--- src/rtl/agu_pkg.sv ---
package agu_pkg;

    parameter int AGU_AW = 16;
    parameter int AGU_QW = 6;

    localparam logic [AGU_AW-1:0] AGU_ONE = {{(AGU_AW-1){1'b0}}, 1'b1};

    typedef enum logic [2:0] {
        AM_PLAIN   = 3'd0,
        AM_POSTINC = 3'd1,
        AM_PREDEC  = 3'd2,
        AM_DISP    = 3'd3,
        AM_DIRECT  = 3'd4,
        AM_PUSH    = 3'd5,
        AM_POP     = 3'd6,
        AM_RSVD    = 3'd7
    } agu_mode_e;

    typedef enum logic [1:0] {
        PTR_X    = 2'd0,
        PTR_Y    = 2'd1,
        PTR_Z    = 2'd2,
        PTR_NONE = 2'd3
    } ptr_id_e;

    typedef enum logic [1:0] {
        PH_IDLE   = 2'd0,
        PH_FIRST  = 2'd1,
        PH_SECOND = 2'd2
    } agu_phase_e;

    typedef struct packed {
        agu_mode_e         mode;
        logic              store;
        ptr_id_e           sel;
        logic [AGU_QW-1:0] q;
        logic [AGU_AW-1:0] k;
        logic [AGU_AW-1:0] p;
    } agu_req_t;

    typedef struct packed {
        logic              rd;
        logic              wr;
        logic [AGU_AW-1:0] addr;
        logic              we;
        ptr_id_e           wsel;
        logic [AGU_AW-1:0] wb;
        logic              ill;
    } agu_out_t;

    function automatic logic req_illegal(agu_req_t r);
        logic bad;
        case (r.mode)
            AM_DISP:                        bad = (r.sel == PTR_X) || (r.sel == PTR_NONE);
            AM_PLAIN, AM_POSTINC, AM_PREDEC: bad = (r.sel == PTR_NONE);
            AM_RSVD:                        bad = 1'b1;
            default:                        bad = 1'b0;
        endcase
        return bad;
    endfunction

    function automatic logic [AGU_AW-1:0] zext_q(logic [AGU_QW-1:0] q);
        return {{(AGU_AW-AGU_QW){1'b0}}, q};
    endfunction

endpackage

--- src/rtl/agu_seq.sv ---
module agu_seq
    import agu_pkg::*;
(
    input  logic       clk,
    input  logic       rst,
    input  logic       start,
    input  agu_req_t   req_in,
    output agu_phase_e phase,
    output agu_req_t   req_q
);

    always_ff @(posedge clk) begin
        if (rst) begin
            phase <= PH_IDLE;
            req_q <= '0;
        end else begin
            case (phase)
                PH_IDLE: begin
                    if (start) begin
                        phase <= PH_FIRST;
                        req_q <= req_in;
                    end
                end
                PH_FIRST: phase <= PH_SECOND;
                default:  phase <= PH_IDLE;
            endcase
        end
    end

endmodule

--- src/rtl/agu_sp.sv ---
module agu_sp #(
    parameter int                AW   = 16,
    parameter logic [AW-1:0]     INIT = '0
) (
    input  logic          clk,
    input  logic          rst,
    input  logic          inc,
    input  logic          dec,
    output logic [AW-1:0] sp
);

    localparam logic [AW-1:0] STEP = {{(AW-1){1'b0}}, 1'b1};

    always_ff @(posedge clk) begin
        if (rst)
            sp <= INIT;
        else if (inc)
            sp <= sp + STEP;
        else if (dec)
            sp <= sp - STEP;
    end

endmodule

--- src/rtl/agu_addr.sv ---
module agu_addr
    import agu_pkg::*;
(
    input  agu_phase_e        phase,
    input  agu_req_t          req,
    input  logic [AGU_AW-1:0] sp,
    output agu_out_t          o
);

    logic bad;

    always_comb begin
        bad = req_illegal(req);
        o   = '0;
        if (phase == PH_FIRST) begin
            o.ill = bad;
            if (!bad) begin
                case (req.mode)
                    AM_PLAIN, AM_POSTINC: begin
                        o.addr = req.p;
                        o.rd   = !req.store;
                        o.wr   = req.store;
                    end
                    AM_DISP: begin
                        o.addr = req.p + zext_q(req.q);
                        o.rd   = !req.store;
                        o.wr   = req.store;
                    end
                    AM_DIRECT: begin
                        o.addr = req.k;
                        o.rd   = !req.store;
                        o.wr   = req.store;
                    end
                    AM_PREDEC: begin
                        o.we   = 1'b1;
                        o.wsel = req.sel;
                        o.wb   = req.p - AGU_ONE;
                    end
                    AM_PUSH: begin
                        o.addr = sp;
                        o.wr   = 1'b1;
                    end
                    default: ;
                endcase
            end
        end else if (phase == PH_SECOND && !bad) begin
            case (req.mode)
                AM_POSTINC: begin
                    o.we   = 1'b1;
                    o.wsel = req.sel;
                    o.wb   = req.p + AGU_ONE;
                end
                AM_PREDEC: begin
                    o.addr = req.p - AGU_ONE;
                    o.rd   = !req.store;
                    o.wr   = req.store;
                end
                AM_POP: begin
                    o.addr = sp;
                    o.rd   = 1'b1;
                end
                default: ;
            endcase
        end
    end

endmodule

--- src/rtl/ptr_agu.sv ---
module ptr_agu
    import agu_pkg::*;
#(
    parameter logic [AGU_AW-1:0] SP_RESET = 16'h00DF
) (
    input  logic              clk,
    input  logic              rst,
    input  logic              start,
    input  logic [2:0]        op_mode,
    input  logic              op_store,
    input  logic [1:0]        ptr_sel,
    input  logic [AGU_QW-1:0] disp_q,
    input  logic [AGU_AW-1:0] direct_k,
    input  logic [AGU_AW-1:0] ptr_val,
    output logic              busy,
    output logic [AGU_AW-1:0] mem_addr,
    output logic              mem_rd,
    output logic              mem_wr,
    output logic              ptr_we,
    output logic [1:0]        ptr_wsel,
    output logic [AGU_AW-1:0] ptr_wb,
    output logic              mode_err
);

    agu_req_t          req_in;
    agu_req_t          req_q;
    agu_phase_e        phase;
    agu_out_t          res;
    logic [AGU_AW-1:0] sp_q;
    logic              sp_inc;
    logic              sp_dec;

    always_comb begin
        req_in.mode  = agu_mode_e'(op_mode);
        req_in.store = op_store;
        req_in.sel   = ptr_id_e'(ptr_sel);
        req_in.q     = disp_q;
        req_in.k     = direct_k;
        req_in.p     = ptr_val;
    end

    agu_seq u_seq (
        .clk    (clk),
        .rst    (rst),
        .start  (start),
        .req_in (req_in),
        .phase  (phase),
        .req_q  (req_q)
    );

    assign sp_inc = (phase == PH_FIRST)  && (req_q.mode == AM_POP);
    assign sp_dec = (phase == PH_SECOND) && (req_q.mode == AM_PUSH);

    agu_sp #(
        .AW   (AGU_AW),
        .INIT (SP_RESET)
    ) u_sp (
        .clk (clk),
        .rst (rst),
        .inc (sp_inc),
        .dec (sp_dec),
        .sp  (sp_q)
    );

    agu_addr u_addr (
        .phase (phase),
        .req   (req_q),
        .sp    (sp_q),
        .o     (res)
    );

    assign busy     = (phase != PH_IDLE);
    assign mem_addr = res.addr;
    assign mem_rd   = res.rd;
    assign mem_wr   = res.wr;
    assign ptr_we   = res.we;
    assign ptr_wsel = res.wsel;
    assign ptr_wb   = res.wb;
    assign mode_err = res.ill;

endmodule

--- config.mk ---
export PLATFORM = sky130hd
export DESIGN_NAME = ptr_agu
export DESIGN_NICKNAME = d
export VERILOG_FILES = /design/src/rtl/agu_pkg.sv /design/src/rtl/agu_seq.sv /design/src/rtl/agu_sp.sv /design/src/rtl/agu_addr.sv /design/src/rtl/ptr_agu.sv
export SDC_FILE = /design/constraint.sdc
export NUM_CORES = 1
export LEC_CHECK = 0
export BUFFER_PORTS_ARGS = -buffer_cell sky130_fd_sc_hd__buf_2
export CAP_MARGIN = 10
export CORE_MARGIN = 2
export CORE_UTILIZATION = 55
export CTS_BUF_LIST = sky130_fd_sc_hd__clkbuf_16
export DETAILED_ROUTE_END_ITERATION = 10
export MAX_ROUTING_LAYER = met4
export PLACE_DENSITY_LB_ADDON = 0.25
export SLEW_MARGIN = 10
export SYNTH_ARGS = -nofsm -noshare
export SYNTH_HDL_FRONTEND = slang
export SYNTH_SLANG_ARGS = --single-unit
--- constraint.sdc ---
create_clock -name clk -period 3.6 [get_ports clk]
set_clock_uncertainty 0.05 [all_clocks]
set_input_delay 0 -clock clk [delete_from_list [all_inputs] [get_ports clk]]
set_output_delay 0 -clock clk [all_outputs]
set_load 0.005 [all_outputs]
==> run metrics <==
Final TNS setup 0 ns; Hold EP u_sp.sp[8]; ANT cells 0; Tcrit/Tclk final about nine tenths; Vias per Instance slightly above 6; crit path max-delay cell type dfxtp_1; commonest non-fill, non-tap cell in the layout nand2_1; Slew Limit Fails 0; via count about 5700; CP Capture Type primary output; Iter 0 DRT Violations about 390; CP required approximately 3.6 ns; R2R depth 10; P_sw around 0.65 mW; DRT Wirelength 16200 um; root buf cell clkbuf_16; fraction of layout cells with a size suffix above 1 around 16%; Reg2Reg Capture Point u_sp.sp[15]; final hold viol count 0; grt ovf 0; Clock Tree Buf Depth 2; Synth Flop Type dfxtp_1; Synth Register Bits slightly above 60; critical path class reg2out; placed inst area 0.00552 sq mm; clk_lat worst skew roughly 0.34 ns; post-CTS sizing 0; Tmin final approximately 3.3 ns; CTS Buf Count 9; Core ar. approximately 0.009 sq mm; Worst-Margin Slew between 1 and 1.5 ns; CTS tree done; largest net degree at the start of global routing 59; Tot Pwr approximately 2.0 mW; Flop pwr share a little under two fifths; top cell type by total area after synthesis dfxtp_1; top post-synthesis cells by area dfxtp_1 25%, nand2_1 10%, a21oi_1 8.8%; Die ar. 0.00999 sq mm; hold wc startpoint rst; Leak ~2.6 nW; Die H 100 um; DR WL/cell 17.5 um; Core Rows 35; Sw Ratio about a third; first-pass GRT wire length ~26000 um; number of placed I/O pins 86; Critical Path Fanout Max 10; r2r setup slk 0.44 ns; status complete, no violations; commonest cells after routing, fill and taps aside 138 x nand2_1, 89 x a21oi_1, 85 x buf_2, 62 x dfxtp_1, 54 x nor2_1; Worst Hold Depth 2; Inst Count DP 868; Synth warnings 0; Clock Power Share 41.3%; Max-Cap Viols 0; sequential area share after synthesis 24.5%; DRT antenna net count 0; maximum vdd drop ~0.22 mV; Nets slightly below 900; critical-path cell list ha_1 -> inv_1 -> fa_1 -> nor2b_1 -> o31ai_1 -> a211o_1 -> or4_1 -> a31o_1 -> o2111ai_1 -> buf_2; syn nets about 780; Async SR Flop Fraction 0%; largest stage delay on the critical path 0.53 ns; final instance area approximately 0.0062 sq mm; Post-Synthesis Cells just over 700; pwr dens approximately 320 mW/mm^2; Yosys top cell area share 24.5%; Distinct cells, synth 73; Worst Setup Start Kind register; Post-route DRC 0; Hold Crit Class in2reg; CP Data Arrival Time 3.21 ns; vias in the first global route between 5000 and 6000; CTS H-tree lvls 3; Syn Area/Cell 7.16 sq um; drt pass-1 iters 6; FMAX between 300 and 400 MHz; Final setup viols 0; Slew Limit Headroom between 30% and 40%; Mapped Area between 0.005 and 0.006 sq mm; area grow syn2layout 23.2%; initial antenna violation count 0; internal power approximately 1.4 mW; r2r startpoint u_seq.phase[0]; post-DP HPWL about 11000 um; CTS Sinks between 60 and 70; Post-synth EDFFs 0; starting density of the core 55.9%; post-route insts no fill between 900 and 1000; GRT Total Usage 33.6%; logic gate share of total power approximately 21%; post-route setup slack between 0.3 and 0.4 ns; Reg clk slew, reported paths around 0.06 ns; Die Wd roughly 100 um; Placer Congestion around 0.95; I/O Buffers 85; RSZ-0062 raised after global routing false; Post-Place Setup Slack roughly 0.50 ns; final core utilization 68.8%; Hold WS around 0.085 ns
-- sequential cells by signal, indices dropped and copies added, names as in the netlist --
name,cells
u_seq.req_q,44
u_seq.phase,2
u_sp.sp,16
-- per-layer routing --
layer	part of all wire (%)	global-route usage, %	up-vias
met5	0	-	-
met4	2.5	11.4	0
met3	7.4	4.39	36
met2	48	54.9	248
met1	42	43.1	2639
li1	-	-	2775
-- how the worst max path moves through the flow --
stage               slack (ns)            to       startpoint
floorplan                 0.48   u_sp.sp[15]  u_seq.req_q[43]
global placement          0.63   u_sp.sp[15]   u_seq.phase[0]
detailed placement        0.50   u_sp.sp[15]   u_seq.phase[0]
CTS                       0.37  mem_addr[10]   u_seq.req_q[0]
global route              0.17   u_sp.sp[15]   u_seq.phase[0]
finish                    0.34  mem_addr[10]   u_seq.req_q[0]
-- cell type report --
class                   count  area, sq um
inverters                  16         60.1
clock buffers               9          225
flip-flops and latches     62         1240
repair buffers            140          948
well taps                 111          139
multi-input cells         583         3570
fillers                   822         2830
clock inverters             7         50.0
-- power by group through the flow --
stage,clock (mW),sequential (mW),combinational [mW]
after floorplan,0,0.752,0.279
after global placement,0,0.780,0.361
after detailed placement,0,0.782,0.368
after CTS,0.836,0.767,0.406
after global routing,0.866,0.772,0.456
final,0.830,0.768,0.413
-- worst max-delay path, delay by kind of cell (launching register included) --
family,cells,cell delay [ns]
simple gates,2,0.60
fa+ha+maj,2,0.65
compound gates,4,0.83
buf+inv,2,0.25
flops,1,0.53
-- cells in the mapped netlist, types with 4 or more instances --
cell type  number
a211o_1         6
a211oi_1        8
a21o_1          4
a21oi_1        89
a221oi_1        7
a31oi_1         6
a32oi_1         4
and2_1          9
and3_1          5
buf_2           4
clkbuf_1       38
dfxtp_1        62
ha_1           23
inv_1          15
mux2i_1        15
nand2_1       138
nand2b_1        9
nand3_1        17
nor2_1         54
nor2b_1        11
nor3_1         17
nor4bb_1        5
o211ai_1        8
o21ai_0        26
o21ai_1         8
o221ai_1        4
o22a_1          4
o22ai_1        16
or4_1           4
xnor2_1        18
xor2_1         11
-- timing repair --
item / in CTS / in global routing
hold buffers: 44 / 0
hold endpoints to repair: 44 / 0
buffers inserted: 0 / 0
-- cells by family after synthesis --
| kind of cell | synth area share [%] |
|---|---|
| AND/OR/NAND/NOR | 27.0 |
| AO/OA/AOI/OAI | 28.2 |
| buffers and inverters | 4.92 |
| flip-flops | 24.5 |
| XOR/XNOR | 5.01 |
| adder cells (fa/ha/maj) | 6.47 |
| multiplexers | 3.85 |
No activity file was read; power rests on OpenSTA's default activity.
